<file path="config.mk">
export PLATFORM = sky130hd
export DESIGN_NAME = bdr_inject_eject
export DESIGN_NICKNAME = d
export VERILOG_FILES = /design/src/rtl/bdr_ie_pkg.sv /design/src/rtl/bdr_eject_pick.sv /design/src/rtl/bdr_inject_fill.sv /design/src/rtl/bdr_inject_eject.sv
export SDC_FILE = /design/constraint.sdc
export NUM_CORES = 1
export LEC_CHECK = 0
export BUFFER_PORTS_ARGS = -buffer_cell sky130_fd_sc_hd__buf_4
export CORE_MARGIN = 2
export CORE_UTILIZATION = 45
export DETAILED_ROUTE_END_ITERATION = 10
export PLACE_DENSITY = 0.75
export SETUP_SLACK_MARGIN = 0.1
export SLEW_MARGIN = 10
export SYNTH_ARGS = -nofsm -noshare
export SYNTH_HDL_FRONTEND = slang
export SYNTH_HIERARCHICAL = 1
export SYNTH_SLANG_ARGS = --single-unit
</file>
<file path="constraint.sdc">
create_clock -name clk -period 4.25 [get_ports clk]
set_clock_uncertainty 0.05 [all_clocks]
set_input_delay 0.425 -clock clk [delete_from_list [all_inputs] [get_ports clk]]
set_output_delay 0.425 -clock clk [all_outputs]
set_load 0.01 [all_outputs]
</file>
<file path="src/rtl/bdr_ie_pkg.sv">
package bdr_ie_pkg;

  typedef enum logic [1:0] {
    EJK_NONE  = 2'd0,
    EJK_GOLD  = 2'd1,
    EJK_PLAIN = 2'd2
  } ej_kind_e;

  function automatic int flit_width(input int dest_w, input int pay_w);
    return 2 + dest_w + pay_w;
  endfunction

endpackage

</file>
<file path="src/rtl/bdr_eject_pick.sv">
module bdr_eject_pick
  import bdr_ie_pkg::*;
#(
  parameter int NP      = 4,
  parameter int DW      = 6,
  parameter int PW      = 16,
  parameter int HOME_ID = 5,
  localparam int FW     = flit_width(DW, PW)
) (
  input  logic [NP*FW-1:0] in_flits,
  input  logic             ej_ready,
  output logic [NP-1:0]    local_vec,
  output logic [NP-1:0]    gold_vec,
  output logic [NP-1:0]    eject_sel,
  output ej_kind_e         ej_kind,
  output logic [FW-1:0]    ej_flit_c
);

  localparam logic [DW-1:0] HOME = DW'(HOME_ID);

  logic [NP-1:0] gold_local;
  logic [NP-1:0] cand;

  for (genvar k = 0; k < NP; k++) begin : g_slot
    logic          v;
    logic [DW-1:0] d;
    assign v            = in_flits[k*FW + FW - 1];
    assign gold_vec[k]  = in_flits[k*FW + FW - 2];
    assign d            = in_flits[k*FW + PW +: DW];
    assign local_vec[k] = v && (d == HOME);
  end

  assign gold_local = local_vec & gold_vec;
  assign cand       = (|gold_local) ? gold_local : local_vec;
  assign eject_sel  = ej_ready ? (cand & (~cand + NP'(1))) : '0;

  always_comb begin
    if (!(|eject_sel))       ej_kind = EJK_NONE;
    else if (|gold_local)    ej_kind = EJK_GOLD;
    else                     ej_kind = EJK_PLAIN;
  end

  always_comb begin
    ej_flit_c = '0;
    for (int k = 0; k < NP; k++) begin
      if (eject_sel[k]) ej_flit_c = ej_flit_c | in_flits[k*FW +: FW];
    end
  end

endmodule

</file>
<file path="src/rtl/bdr_inject_fill.sv">
module bdr_inject_fill
  import bdr_ie_pkg::*;
#(
  parameter int NP  = 4,
  parameter int DW  = 6,
  parameter int PW  = 16,
  localparam int FW = flit_width(DW, PW)
) (
  input  logic [NP*FW-1:0] in_flits,
  input  logic [NP-1:0]    eject_sel,
  input  logic             inj_avail,
  input  logic [FW-1:0]    inj_flit,
  output logic [NP-1:0]    vacancy,
  output logic [NP-1:0]    inject_sel,
  output logic             inj_pop,
  output logic [NP*FW-1:0] nxt_flits
);

  logic [NP-1:0] free_lo;
  logic [FW-1:0] placed;

  assign placed = {1'b1, inj_flit[FW-2:0]};

  for (genvar k = 0; k < NP; k++) begin : g_vac
    assign vacancy[k] = !in_flits[k*FW + FW - 1] || eject_sel[k];
  end

  assign free_lo    = vacancy & (~vacancy + NP'(1));
  assign inject_sel = inj_avail ? free_lo : '0;
  assign inj_pop    = |inject_sel;

  for (genvar k = 0; k < NP; k++) begin : g_out
    always_comb begin
      if (inject_sel[k])   nxt_flits[k*FW +: FW] = placed;
      else if (vacancy[k]) nxt_flits[k*FW +: FW] = '0;
      else                 nxt_flits[k*FW +: FW] = in_flits[k*FW +: FW];
    end
  end

endmodule

</file>
<file path="src/rtl/bdr_inject_eject.sv">
module bdr_inject_eject
  import bdr_ie_pkg::*;
#(
  parameter int NP      = 4,
  parameter int DW      = 6,
  parameter int PW      = 16,
  parameter int HOME_ID = 5,
  localparam int FW     = flit_width(DW, PW)
) (
  input  logic             clk,
  input  logic             rst_n,
  input  logic [NP*FW-1:0] in_flits,
  input  logic             inj_avail,
  input  logic [FW-1:0]    inj_flit,
  output logic             inj_pop,
  input  logic             ej_ready,
  output logic             ej_valid,
  output logic [FW-1:0]    ej_flit,
  output logic [NP*FW-1:0] out_flits
);

  logic [NP-1:0]    local_vec;
  logic [NP-1:0]    gold_vec;
  logic [NP-1:0]    eject_sel;
  logic [NP-1:0]    vacancy;
  logic [NP-1:0]    inject_sel;
  ej_kind_e         ej_kind;
  logic [FW-1:0]    ej_flit_c;
  logic [NP*FW-1:0] nxt_flits;

  bdr_eject_pick #(.NP(NP), .DW(DW), .PW(PW), .HOME_ID(HOME_ID)) u_pick (
    .in_flits (in_flits),
    .ej_ready (ej_ready),
    .local_vec(local_vec),
    .gold_vec (gold_vec),
    .eject_sel(eject_sel),
    .ej_kind  (ej_kind),
    .ej_flit_c(ej_flit_c)
  );

  bdr_inject_fill #(.NP(NP), .DW(DW), .PW(PW)) u_fill (
    .in_flits  (in_flits),
    .eject_sel (eject_sel),
    .inj_avail (inj_avail),
    .inj_flit  (inj_flit),
    .vacancy   (vacancy),
    .inject_sel(inject_sel),
    .inj_pop   (inj_pop),
    .nxt_flits (nxt_flits)
  );

  always_ff @(posedge clk or negedge rst_n) begin
    if (!rst_n) begin
      out_flits <= '0;
      ej_valid  <= 1'b0;
      ej_flit   <= '0;
    end else begin
      out_flits <= nxt_flits;
      ej_valid  <= (ej_kind != EJK_NONE);
      ej_flit   <= ej_flit_c;
    end
  end

endmodule

</file>
=== Word-level counts from Yosys, hierarchy flattened ===
Index checks and enable logic that the tools add are counted.

* Register bits after elaboration: 121
* Input bits: 124
* Output and inout port bits: 122
* Logic and storage cells: 50

* Add/sub/neg operators: 2
* Eq/ne operators: 4
* Muxes and demuxes: 17
* Bitwise operators: 8
* Reductions and logical operators: 16

{| class="wikitable"
|+ Operators by type and width
! kind !! number
|-
| 24-bit 2-to-1 mux || 12
|-
| 24-bit bitwise OR || 3
|-
| 6-bit by 3-bit == test with 1-bit output (second input constant) || 4
|-
| 4-bit bitwise AND || 3
|-
| 4-bit 2-to-1 mux || 3
|-
| 4-bit OR reduction || 3
|-
| 4-bit by 1-bit adder with 4-bit output (second input constant) || 2
|-
| 4-bit NOT || 2
|-
| 1-bit logical AND || 4
|-
| 1-bit logical NOT || 4
|-
| 1-bit logical OR || 4
|-
| 2-bit 2-to-1 mux || 2
|-
| 2-bit nonzero test || 1
|}

=== Logic depth before layout (Yosys ltp) ===
Gate-level depths: netlist of run 1.

* Depth after elaboration: 16
* Mapped depth: 13
* Mapped depth without buffers: 9

=== Hierarchy ===
The synthesis of run 1 kept the hierarchy.

{| class="wikitable"
|+ Modules (own cells, without submodules)
! module !! times used !! cells each !! area each (sq um) !! seq. area each (sq um)
|-
| bdr_inject_eject || 1 || 122 || 3,034.2 || 3,027.9
|-
| bdr_inject_fill || 1 || 295 || 2,391.0 || 0.0
|-
| bdr_eject_pick || 1 || 112 || 829.5 || 0.0
|}

=== Worst setup path before layout of run 1 ===
No wires, ideal clock.

* Path kind: input port to output port
* Start: input in_flits[45]
* End: output inj_pop
* Arrival: 2.438 ns
* Required time: 3.775 ns
* Path slack: 1.337 ns
* Cell stages on the path: 10
* Buffers on the path: 3
* Cell sequence: nand4bb_1 or3_4 a222oi_1 buf_4 buf_4 nor2_1 and3_1 nand4bb_1 buf_2 o31a_1

* Word-level cells in the longest chain between the ends: 15
* Elaborated cells on any way between the ends: 18
* Those cells by class: add/sub (2); eq/ne (1); mux (3); bitwise (5); reduce/logical (7)

{| class="wikitable"
|+ RTL lines
! item !! RTL line !! RTL
|-
| start, declared || bdr_inject_eject.sv:12 || <nowiki>input logic [NP*FW-1:0] in_flits,</nowiki>
|-
| 6-bit by 3-bit == test with 1-bit output (*) || bdr_eject_pick.sv:30 || <nowiki>assign local_vec[k] = v && (d == HOME);</nowiki>
|-
| 1-bit logical AND (*) || bdr_eject_pick.sv:30 ||
|-
| 4-bit bitwise AND || bdr_eject_pick.sv:33 || <nowiki>assign gold_local = local_vec & gold_vec;</nowiki>
|-
| 4-bit OR reduction || bdr_eject_pick.sv:34 || <nowiki>assign cand = (|gold_local) ? gold_local : local_vec;</nowiki>
|-
| 4-bit 2-to-1 mux (*) || bdr_eject_pick.sv:34 ||
|-
| 4-bit NOT || bdr_eject_pick.sv:35 || <nowiki>assign eject_sel = ej_ready ? (cand & (~cand + NP'(1))) : '0;</nowiki>
|-
| 4-bit by 1-bit adder with 4-bit output || bdr_eject_pick.sv:35 ||
|-
| 4-bit bitwise AND (*) || bdr_eject_pick.sv:35 ||
|-
| 4-bit 2-to-1 mux (*) || bdr_eject_pick.sv:35 ||
|-
| net eject_sel[2] || bdr_inject_eject.sv:24 || <nowiki>logic [NP-1:0] eject_sel;</nowiki>
|-
| 1-bit logical OR (*) || bdr_inject_fill.sv:25 || <nowiki>assign vacancy[k] = !in_flits[k*FW + FW - 1] || eject_sel[k];</nowiki>
|-
| 4-bit NOT || bdr_inject_fill.sv:28 || <nowiki>assign free_lo = vacancy & (~vacancy + NP'(1));</nowiki>
|-
| 4-bit by 1-bit adder with 4-bit output || bdr_inject_fill.sv:28 ||
|-
| 4-bit bitwise AND (*) || bdr_inject_fill.sv:28 ||
|-
| 4-bit 2-to-1 mux (*) || bdr_inject_fill.sv:29 || <nowiki>assign inject_sel = inj_avail ? free_lo : '0;</nowiki>
|-
| 4-bit OR reduction (*) || bdr_inject_fill.sv:30 || <nowiki>assign inj_pop = |inject_sel;</nowiki>
|-
| end, declared || bdr_inject_eject.sv:15 || <nowiki>output logic inj_pop,</nowiki>
|}

The timed path passes the listed nets; every way through them passes the cells marked *.

=== Worst setup path in the final report of run 1 ===
* Start: input in_flits[71]
* End: output inj_pop

* Word-level cells in the longest chain between the ends: 14
* Elaborated cells on any way between the ends: 18
* Those cells by class: add/sub (2); mux (3); bitwise (5); reduce/logical (8)

{| class="wikitable"
|+ RTL lines
! item !! RTL line !! RTL
|-
| 1-bit logical AND (*) || bdr_eject_pick.sv:30 ||
|-
| net local_vec[2] || bdr_inject_eject.sv:22 || <nowiki>logic [NP-1:0] local_vec;</nowiki>
|-
| 4-bit bitwise AND (*) || bdr_eject_pick.sv:33 ||
|-
| 4-bit OR reduction (*) || bdr_eject_pick.sv:34 ||
|-
| 4-bit 2-to-1 mux (*) || bdr_eject_pick.sv:34 ||
|-
| 4-bit NOT || bdr_eject_pick.sv:35 ||
|-
| 4-bit by 1-bit adder with 4-bit output || bdr_eject_pick.sv:35 ||
|-
| 4-bit bitwise AND (*) || bdr_eject_pick.sv:35 ||
|-
| 4-bit 2-to-1 mux (*) || bdr_eject_pick.sv:35 ||
|-
| net eject_sel[0] || bdr_inject_eject.sv:24 ||
|-
| 1-bit logical OR (*) || bdr_inject_fill.sv:25 ||
|-
| net vacancy[0] || bdr_inject_eject.sv:25 || <nowiki>logic [NP-1:0] vacancy;</nowiki>
|-
| 4-bit NOT || bdr_inject_fill.sv:28 ||
|-
| 4-bit by 1-bit adder with 4-bit output || bdr_inject_fill.sv:28 ||
|-
| 4-bit bitwise AND (*) || bdr_inject_fill.sv:28 ||
|-
| 4-bit 2-to-1 mux (*) || bdr_inject_fill.sv:29 ||
|-
| 4-bit OR reduction (*) || bdr_inject_fill.sv:30 ||
|}

Marked as above.

==> results of run 1 <==
sequential cells by signal, indices dropped and copies added, names as in the netlist:
register,flops
out_flits,96
ej_flit,24
ej_valid,1
power breakdown:
part           internal [mW]  switching (mW)  total, mW  leakage [nW]
Sequential              1.22          0.0234       1.24          1.55
Clock                  0.963           0.520       1.48         0.302
Combinational          0.223           0.261      0.484          2.39
through the flow:
| stage | utilization [%] | setup slack, ns | hold slack, ns | std cells | cell area [um2] |
|---|---|---|---|---|---|
| detailed placement | 59.7 | 0.526 | 0.418 | 895 | 7970 |
| global route | 64.4 | 0.373 | 0.189 | 928 | 8590 |
| floorplan | - | 1.34 | 0.0794 | 524 | 6210 |
| CTS | 64.4 | 0.612 | 0.188 | 928 | 8590 |
| finish | 64.4 | 0.522 | 0.195 | 928 | 8590 |
| global placement | 59.7 | 0.660 | 0.406 | 895 | 7970 |
layout by cell type, fill, tap and decap left out, types with 4 or more instances in the layout:
master and n:
sky130_fd_sc_hd__a221o_1 16, sky130_fd_sc_hd__a31o_1 23, sky130_fd_sc_hd__a32oi_1 16, sky130_fd_sc_hd__and3b_1 24
sky130_fd_sc_hd__buf_4 257, sky130_fd_sc_hd__clkbuf_16 17, sky130_fd_sc_hd__clkinv_2 5, sky130_fd_sc_hd__conb_1 4
sky130_fd_sc_hd__dfrtp_1 121, sky130_fd_sc_hd__inv_1 24, sky130_fd_sc_hd__nand2_1 25, sky130_fd_sc_hd__nand3b_1 70
sky130_fd_sc_hd__nand4bb_1 4, sky130_fd_sc_hd__nor2_1 6, sky130_fd_sc_hd__nor3_1 18, sky130_fd_sc_hd__o21ai_0 24
sky130_fd_sc_hd__o41ai_2 45
layer usage:
layer | routed length [um] | share of wire [%]
met5 | 0 | 0
met2 | 10400 | 48
met4 | 388 | 1.8
met1 | 8930 | 42
met3 | 1800 | 8.4
worst max-delay path by stage:
stage	slack, ns	to	cells past startpoint	start
2_1_floorplan	1.34	inj_pop	10	in_flits[45]
5_1_grt	0.37	inj_pop	11	in_flits[71]
6_report	0.52	inj_pop	11	in_flits[71]
4_1_cts	0.61	inj_pop	11	in_flits[71]
3_5_place_dp	0.53	out_flits[72]$_DFF_PN0_	10	in_flits[71]
3_3_place_gp	0.66	out_flits[72]$_DFF_PN0_	10	in_flits[71]
worst max-delay path, cell delays in order:
cell and delay [ns]:
sky130_fd_sc_hd__buf_4 0.28, sky130_fd_sc_hd__or3b_1 0.41, sky130_fd_sc_hd__nor2_1 0.17, sky130_fd_sc_hd__buf_4 0.29
sky130_fd_sc_hd__a22oi_1 0.21, sky130_fd_sc_hd__a21oi_1 0.23, sky130_fd_sc_hd__nor3_2 0.06, sky130_fd_sc_hd__and2b_2 0.51
sky130_fd_sc_hd__clkinv_1 0.18, sky130_fd_sc_hd__o31a_1 0.33, sky130_fd_sc_hd__buf_4 0.15
layout make-up:
class                   count  area (um2)  share of cell area (%)
inverters                  29         114                    1.32
repair buffers            259        1960                    22.8
flip-flops and latches    121        3030                    35.2
well taps                 176         220                    2.56
clock buffers              20         467                    5.43
multi-input cells         311        2660                    30.9
clock inverters            12         148                    1.72
repair_timing:
| item | CTS | global route |
|---|---|---|
| hold buffers | 1 | 0 |
| hold endpoints to repair | 42 | 0 |
| buffers inserted | 0 | 0 |
==> flow_summary.ini, run 1 <==
[yosys]
count_of_mapped_cells_out_of_synthesis = 521
synth.avg_cell_area_um2 = 11.9
synth_area_mm2 = 0.00620
yosysWarningCount = 6

[grt]
grt_pass1_wl_um = 32200
global_route.usage.met1_pct = 41.0
grt_busiest_layer = met2
first_global_vias = 5450
antenna_violations_before_repair = 0
grt_util_met3_pct = 6.39
grt_overflow_total = 0
grt_start_max_net_pins = 50
global_routing_met2_resource_utilization_pct = 45.3
globalRouteTotalUtil_pct = 29.2

[worst_hold_path]
timing.hold.worst.start = in_flits[49]
hold_depth = 3
min_to = out_flits[49]$_DFF_PN0_
min_path_type = primary input to register

[sta]
slew_headroom_pct = 27.7
rsz0062_at_grt = no
final_period_utilization_pct = 87.7
hold_viol_final = 0
post-route-min-period_ns = 3.73
final.setup.tns_ns = 0
worst_slew_pin_slew_ns = 1.08
final_max_slew_viol_count = 0
report.final.setup_viol = 0
max_freq_mhz = 268

[detailed_routing]
postRouteAntennaNets = 0
vias_per_std_cell = 5.87
drt_first_pass_iters = 7
average_detailed_routed_wire_length_per_instance_um = 23.2
drtIter0Drc = 589
detailroute.via_count = 5446
postRouteWirelength_um = 21500
detail_route.drc_violations = 0

[power]
power_density_mw_per_mm2 = 373
post-layout-total-power_mw = 3.21
cellLeakagePower_nw = 4.24
peak_supply_drop_uv = 250

[place]
gp_routability_congestion = 0.893
port-buffer-count = 244
post-dp-hpwl_um = 14800

[floorplanning]
top_level_ports = 246
placement_rows = 42
die_w_um = 121
start_util_pct = 46.5
placeable_core_area_mm2 = 0.0133
die_h_um = 121
floorplan.die_area_mm2 = 0.0147

[layout]
fillers = 1055
layout-drive-gt1-share_pct = 46.7
synthesis_to_finish_area_growth_pct = 38.6
insertedDiodeCount = 0
num-nets-final = 863

[clock_tree]
postCtsResizedCells = 0
clk_sink_count = 121
cts_tree = yes
cts_buffers = 17
h-tree-depth = 4
clk_tree_root_cell = sky130_fd_sc_hd__clkbuf_16
clk_pin_slew_worst_paths_ns = 0.06
max-clock-path-buffers = 2

[worst_setup_path]
worst-path-max-fanout = 26
cp.required_ns = 3.77
crit_path_end_kind = primary output
start_kind = primary input
worstPathArrival_ns = 3.25
worst-setup-path-type = primary input to primary output

[flow_run]
cap_violations = 0

[run_status]
result_of_the_run = complete, no violations
Note: power is estimated with default switching activity, not from simulation.
==> run 2, diff against run 1 <==
- PLACE_DENSITY: 0.75 -> 0.79
- SYNTH_HIERARCHICAL: 1 -> not set
==> flow_summary.ini, run 2 <==
[sta]
final.setup.tns_ns = 0
final_period_utilization_pct = 72.0
post-route-min-period_ns = 3.06
rsz0062_at_grt = no
final_max_slew_viol_count = 0
fin_hold_ws_ns = 0.0750
slew_headroom_pct = 35.2
hold_viol_final = 0
max_freq_mhz = 327
report.final.setup_viol = 0
worst_slew_pin_slew_ns = 0.971

[layout]
registers.top_by_ff_count = out_flits
layout_commonest_cell = sky130_fd_sc_hd__buf_4
insertedDiodeCount = 0
fillers = 749
layout-drive-gt1-share_pct = 45.4
biggestRegsByFlops = out_flits x96, ej_flit x24, ej_valid x1
num-nets-final = 767
finish.instance_area_mm2 = 0.00738
synthesis_to_finish_area_growth_pct = 53.3
number_of_flip_flops_under_the_largest_register_name = 96
most-common-layout-cells = sky130_fd_sc_hd__buf_4, sky130_fd_sc_hd__dfrtp_1, sky130_fd_sc_hd__a22o_1

[clock_tree]
post-cts-setup-buffers = 0
clk_tree_root_cell = sky130_fd_sc_hd__clkbuf_8
max-clock-path-buffers = 2
cts_tree = yes
cts_buffers = 17
clk_sink_count = 121
h-tree-depth = 4
clk_pin_slew_worst_paths_ns = 0.06

[worst_setup_path]
worst-path-max-fanout = 24
cp.required_ns = 3.77
max_stage_delay_ns = 0.53
critical-path-slowest-cell = sky130_fd_sc_hd__nor4b_1
worstPathArrival_ns = 2.59
critPathLaunch = in_flits[67]
worstPathCellList = buf_4 -> nor4b_1 -> nand4_1 -> o211ai_2 -> a31oi_4 -> a21boi_1 -> buf_4
worst-setup-path-type = primary input to primary output
start_kind = primary input
crit_path_end_kind = primary output
critPathMostFrequentCell = sky130_fd_sc_hd__buf_4

[grt]
globalRouteTotalUtil_pct = 28.9
grt_overflow_total = 0
first_global_vias = 4508
grt_pass1_wl_um = 24500
antenna_violations_before_repair = 0
grt_start_max_net_pins = 49

[floorplanning]
floorplan.die_area_mm2 = 0.0115
top_level_ports = 246
die_w_um = 107
placeable_core_area_mm2 = 0.0104
placement_rows = 37
start_util_pct = 46.4
die_h_um = 107

[power]
power_frac_clock_pct = 46.9
power.net_switching_mw = 0.723
power_density_mw_per_mm2 = 418
switching_fraction_of_total_power_pct = 23.5
power_frac_comb_pct = 13.0
share_seq_of_total_power_pct = 40.1
post-layout-total-power_mw = 3.08
cellLeakagePower_nw = 3.78
internal-power_mw = 2.36
peak_supply_drop_uv = 233

[yosys]
ys_top_cells_by_count = sky130_fd_sc_hd__dfrtp_1, sky130_fd_sc_hd__a22o_1, sky130_fd_sc_hd__nand2_1
synth.top_cell.area_share_pct = 62.9
synth_area_mm2 = 0.00481
synth_edf_count = 0
count_of_mapped_cells_out_of_synthesis = 394
yosysWarningCount = 0
flip_flop_and_latch_count_after_synthesis = 121
yosys-top-cells-area = sky130_fd_sc_hd__dfrtp_1, sky130_fd_sc_hd__a22o_1, sky130_fd_sc_hd__nand2_1, sky130_fd_sc_hd__a22oi_1, sky130_fd_sc_hd__o21ai_0
synth.avg_cell_area_um2 = 12.2
synth_area_leader_cell = sky130_fd_sc_hd__dfrtp_1
leading_cell_type_by_number_of_instances_after_synthesis = sky130_fd_sc_hd__dfrtp_1
synth_async_sr_flop_share_pct = 100
synthFlopType = sky130_fd_sc_hd__dfrtp_1
synth_cell_type_count = 41
fraction_of_the_yosys_area_taken_by_sequential_cells_pct = 62.9

[place]
gp_routability_congestion = 0.890
post-dp-hpwl_um = 11100
port-buffer-count = 244
dpl_cell_area_mm2 = 0.00677

[detailed_routing]
drtIter0Drc = 226
postRouteWirelength_um = 16500
postRouteAntennaNets = 0
average_detailed_routed_wire_length_per_instance_um = 20.8
detail_route.drc_violations = 0
drt_first_pass_iters = 5
vias_per_std_cell = 5.63
detailroute.via_count = 4457

[worst_hold_path]
hold_depth = 3
min_path_type = primary input to register
min_to = out_flits[21]$_DFF_PN0_
timing.hold.worst.start = in_flits[21]

[run_status]
result_of_the_run = complete, no violations

[flow_run]
cap_violations = 0
-- run 2: metal layers --
| layer | global-route usage, % | wire, um | vias to the layer above |
|---|---|---|---|
| met1 | 33.9 | 6060 | 2159 |
| li1 | - | - | 1952 |
| met2 | 47.9 | 8220 | 320 |
| met3 | 10.3 | 1870 | 26 |
| met4 | 12.4 | 334 | 0 |
| met5 | 0 | 0 | - |
-- run 2: worst max-delay path, delay by kind of cell --
| family | cells | cell delay [ns] |
|---|---|---|
| AOI/OAI and AO/OA | 3 | 0.96 |
| buffers and inverters | 2 | 0.28 |
| and+or+nand+nor | 2 | 0.92 |
-- run 2: power groups by stage --
stage                     Sequential, mW  Clock (mW)  Combinational [mW]
after floorplan                     1.29           0              0.0947
after global placement              1.25           0               0.391
after detailed placement            1.25           0               0.399
after CTS                           1.24        1.46               0.400
after global routing                1.24        1.52               0.431
final                               1.24        1.45               0.401
-- run 2: repair_timing --
item,CTS,global route
hold endpoints to repair,44,0
resized for setup,0,0
hold buffers,1,0
-- run 2: final cells by class --
class	count	area, um2	share of cell area, %
clock buffer	22	463	6.27
clock inverter	10	140	1.90
inverter	5	18.8	0.254
multi-input combinational	244	1650	22.4
sequential	121	3030	41.0
tap	136	170	2.31
timing repair buffer	254	1910	25.9
-- run 2: metrics by stage --
step | util, % | cells | worst slack [ns]
3_3_place_gp | 65.3 | 759 | 0.983
4_1_cts | 71.2 | 792 | 1.19
2_1_floorplan | - | 397 | 1.77
6_report | 71.2 | 792 | 1.19
3_5_place_dp | 65.3 | 759 | 0.863
5_1_grt | 71.2 | 792 | 0.984
-- run 2: cell families after synthesis --
group                  after synthesis  share of synthesized area (%)
other                                1                         0.0779
and+or+nand+nor                     98                           10.3
DFF                                121                           62.9
buffers and inverters               32                           3.43
AOI/OAI and AO/OA                  142                           23.2
-- run 2: worst max path at each step --
stage | slack, ns | cells after the start | to
5_1_grt | 0.98 | 7 | inj_pop
6_report | 1.19 | 7 | inj_pop
2_1_floorplan | 1.77 | 7 | inj_pop
3_3_place_gp | 0.98 | 7 | out_flits[81]$_DFF_PN0_
3_5_place_dp | 0.86 | 7 | out_flits[90]$_DFF_PN0_
4_1_cts | 1.19 | 7 | inj_pop
==> run 3, diff against run 2 <==
- ABC_AREA: not set -> 1
- CORE_UTILIZATION: 45 -> 42
- PLACE_DENSITY: 0.79 -> 0.77
- clock period: 4.25 -> 2.6 ns (I/O delays scaled with it)
==> flow_summary.ini, run 3 <==
[power]
power_density_mw_per_mm2 = 628
cellLeakagePower_nw = 4.28
peak_supply_drop_uv = 302
post-layout-total-power_mw = 4.90

[clock_tree]
max-clock-path-buffers = 2
clk_tree_root_cell = sky130_fd_sc_hd__clkbuf_16
cts_tree = yes
cts_buffers = 17
h-tree-depth = 4
clk_sink_count = 121
clk_pin_slew_worst_paths_ns = 0.05

[floorplanning]
top_level_ports = 246
die_h_um = 114
start_util_pct = 42.8
floorplan.die_area_mm2 = 0.0131
placement_rows = 40
die_w_um = 114
placeable_core_area_mm2 = 0.0120

[worst_hold_path]
min_path_type = primary input to register

[worst_setup_path]
worst-setup-path-type = primary input to primary output
critical-path-top-delay-family = simple AND/OR/NAND/NOR gates
worstPathBufferInverterCount = 3
crit_path_end_kind = primary output
critical-path-slowest-cell = sky130_fd_sc_hd__nor3_1
start_kind = primary input
worst-path-max-fanout = 9
critPathMostFrequentCell = sky130_fd_sc_hd__nand3_1
worstPathArrival_ns = 2.06
worstPathCellList = buf_4 -> nor3_1 -> nand3_1 -> nand2_1 -> nor2_4 -> buf_4 -> nand2_1 -> nand2_1 -> nand3_1 -> nand2_4 -> nor2_4 -> nand3_1 -> nand3_1 -> buf_4
max_stage_delay_ns = 0.25
cp.required_ns = 2.29

[sta]
worst_slack_ns = 0.227
rsz0062_at_grt = no
worst_slew_pin_slew_ns = 0.715
post-route-min-period_ns = 2.37
final_period_utilization_pct = 91.3
final_max_slew_viol_count = 0
max_freq_mhz = 421
report.final.setup_viol = 0
fin_hold_ws_ns = 0.0123
slew_headroom_pct = 52.4
hold_viol_final = 0

[place]
post-dp-hpwl_um = 13200
dpl_worst_slack_ns = -0.0516
port-buffer-count = 244
gp_routability_congestion = 0.954

[layout]
insertedDiodeCount = 0
number_of_flip_flops_under_the_largest_register_name = 96
most-common-layout-cells = sky130_fd_sc_hd__buf_4, sky130_fd_sc_hd__nand2_1, sky130_fd_sc_hd__dfrtp_1
registers.top_by_ff_count = out_flits
synthesis_to_finish_area_growth_pct = 52.6
num-nets-final = 939
layout_commonest_cell = sky130_fd_sc_hd__buf_4
biggestRegsByFlops = out_flits x96, ej_flit x24, ej_valid x1
layout-drive-gt1-share_pct = 41.0

[detailed_routing]
drtIter0Drc = 577
vias_per_std_cell = 5.36
postRouteWirelength_um = 18700
average_detailed_routed_wire_length_per_instance_um = 19.2
detailroute.via_count = 5217
postRouteAntennaNets = 0
detail_route.drc_violations = 0
drt_first_pass_iters = 5

[grt]
first_global_vias = 5215
antenna_violations_before_repair = 0
globalRouteTotalUtil_pct = 29.0
grt_pass1_wl_um = 28100
grt_start_max_net_pins = 53
grt_overflow_total = 0

[yosys]
synth_cell_type_count = 25
flip_flop_and_latch_count_after_synthesis = 121
synth_area_mm2 = 0.00511
synth_edf_count = 0
synth_area_leader_cell = sky130_fd_sc_hd__dfrtp_1
yosysWarningCount = 0
ys_top_cells_by_count = sky130_fd_sc_hd__nand2_1, sky130_fd_sc_hd__dfrtp_1, sky130_fd_sc_hd__inv_1
post_synth_xor_area_fraction_pct = 0
synth.avg_cell_area_um2 = 9.35
portion_of_netlist_area_occupied_by_mux_cells_pct = 0
fraction_of_the_yosys_area_taken_by_sequential_cells_pct = 59.2
synth-compound-area-share_pct = 11.9
leading_cell_type_by_number_of_instances_after_synthesis = sky130_fd_sc_hd__nand2_1
synth_async_sr_flop_share_pct = 100
yosys-top-cells-area = sky130_fd_sc_hd__dfrtp_1, sky130_fd_sc_hd__nand2_1, sky130_fd_sc_hd__nand3_1, sky130_fd_sc_hd__inv_1, sky130_fd_sc_hd__o21ai_0
post_synth_fa_ha_maj_area_fraction_pct = 0
area_fraction_in_and_or_nand_and_nor_cells_after_synthesis_pct = 21.3
synthFlopType = sky130_fd_sc_hd__dfrtp_1
synth.top_cell.area_share_pct = 59.2
synth_top_family_by_area = simple AND/OR/NAND/NOR gates
count_of_mapped_cells_out_of_synthesis = 547

[run_status]
result_of_the_run = complete, no violations

[flow_run]
cap_violations = 0
run 3: changes by cell type after synthesis, moves of 16 or more:
cell,delta
sky130_fd_sc_hd__a22o_1,-69
sky130_fd_sc_hd__o22ai_1,+16
sky130_fd_sc_hd__nand4_1,+23
sky130_fd_sc_hd__o21ai_0,+17
sky130_fd_sc_hd__nand2_1,+84
sky130_fd_sc_hd__nand3_1,+40
sky130_fd_sc_hd__a22oi_1,-26
sky130_fd_sc_hd__o21ai_2,+19
sky130_fd_sc_hd__inv_1,+49
run 3: power by group:
| part | switching [mW] | internal [mW] | leakage (nW) |
|---|---|---|---|
| clock network | 0.847 | 1.33 | 0.264 |
| logic | 0.376 | 0.332 | 2.47 |
| registers | 0.0332 | 1.99 | 1.55 |
run 3: per-layer routing:
metal | GRT usage (%) | vias up | routed length, um
li1 | - | 2338 | -
met1 | 37.4 | 2505 | 7420
met2 | 47.4 | 328 | 9090
met3 | 7.41 | 46 | 1690
met4 | 11.0 | 0 | 489
met5 | 0 | - | 0
run 3: worst paths after layout:
check / end / start / cells past startpoint / slack, ns
max in group asynchronous: out_flits[53]$_DFF_PN0_ / rst_n / 3 / 1.35
hold / removal: ej_flit[10]$_DFF_PN0_ / in_flits[82] / 3 / 0.01
min in group asynchronous: out_flits[79]$_DFF_PN0_ / rst_n / 2 / 0.39
setup / recovery: inj_pop / in_flits[41] / 14 / 0.23
run 3: cell type report:
| class | instances | area [um2] |
|---|---|---|
| Fill cell | 970 | 4160 |
| Sequential cell | 121 | 3030 |
| Timing Repair Buffer | 273 | 2070 |
| Multi-Input combinational cell | 346 | 1760 |
| Clock buffer | 19 | 443 |
| Inverter | 56 | 210 |
| Tap cell | 147 | 184 |
| Clock inverter | 12 | 104 |
run 3: cells by family after synthesis:
kind of cell,count (synthesis)
AND/OR/NAND/NOR,242
other,1
AO/OA/AOI/OAI,99
buffers and inverters,84
flip-flops,121
run 3: through the flow:
stage	util, %	instances	instance area (um2)	TNS (ns)
after floorplan	-	550	5120	0
after global placement	59.8	935	7150	0
after detailed placement	59.8	935	7150	-0.180
after CTS	64.9	972	7760	0
after global routing	65.2	974	7800	0
final	65.2	974	7800	0
run 3: what timing repair did:
item	CTS	global route
pin swaps	1	1
resized for setup	1	8
setup endpoints to repair	1	1
gates cloned	1	0
setup buffers	0	2
hold endpoints to repair	53	0
hold buffers	5	0
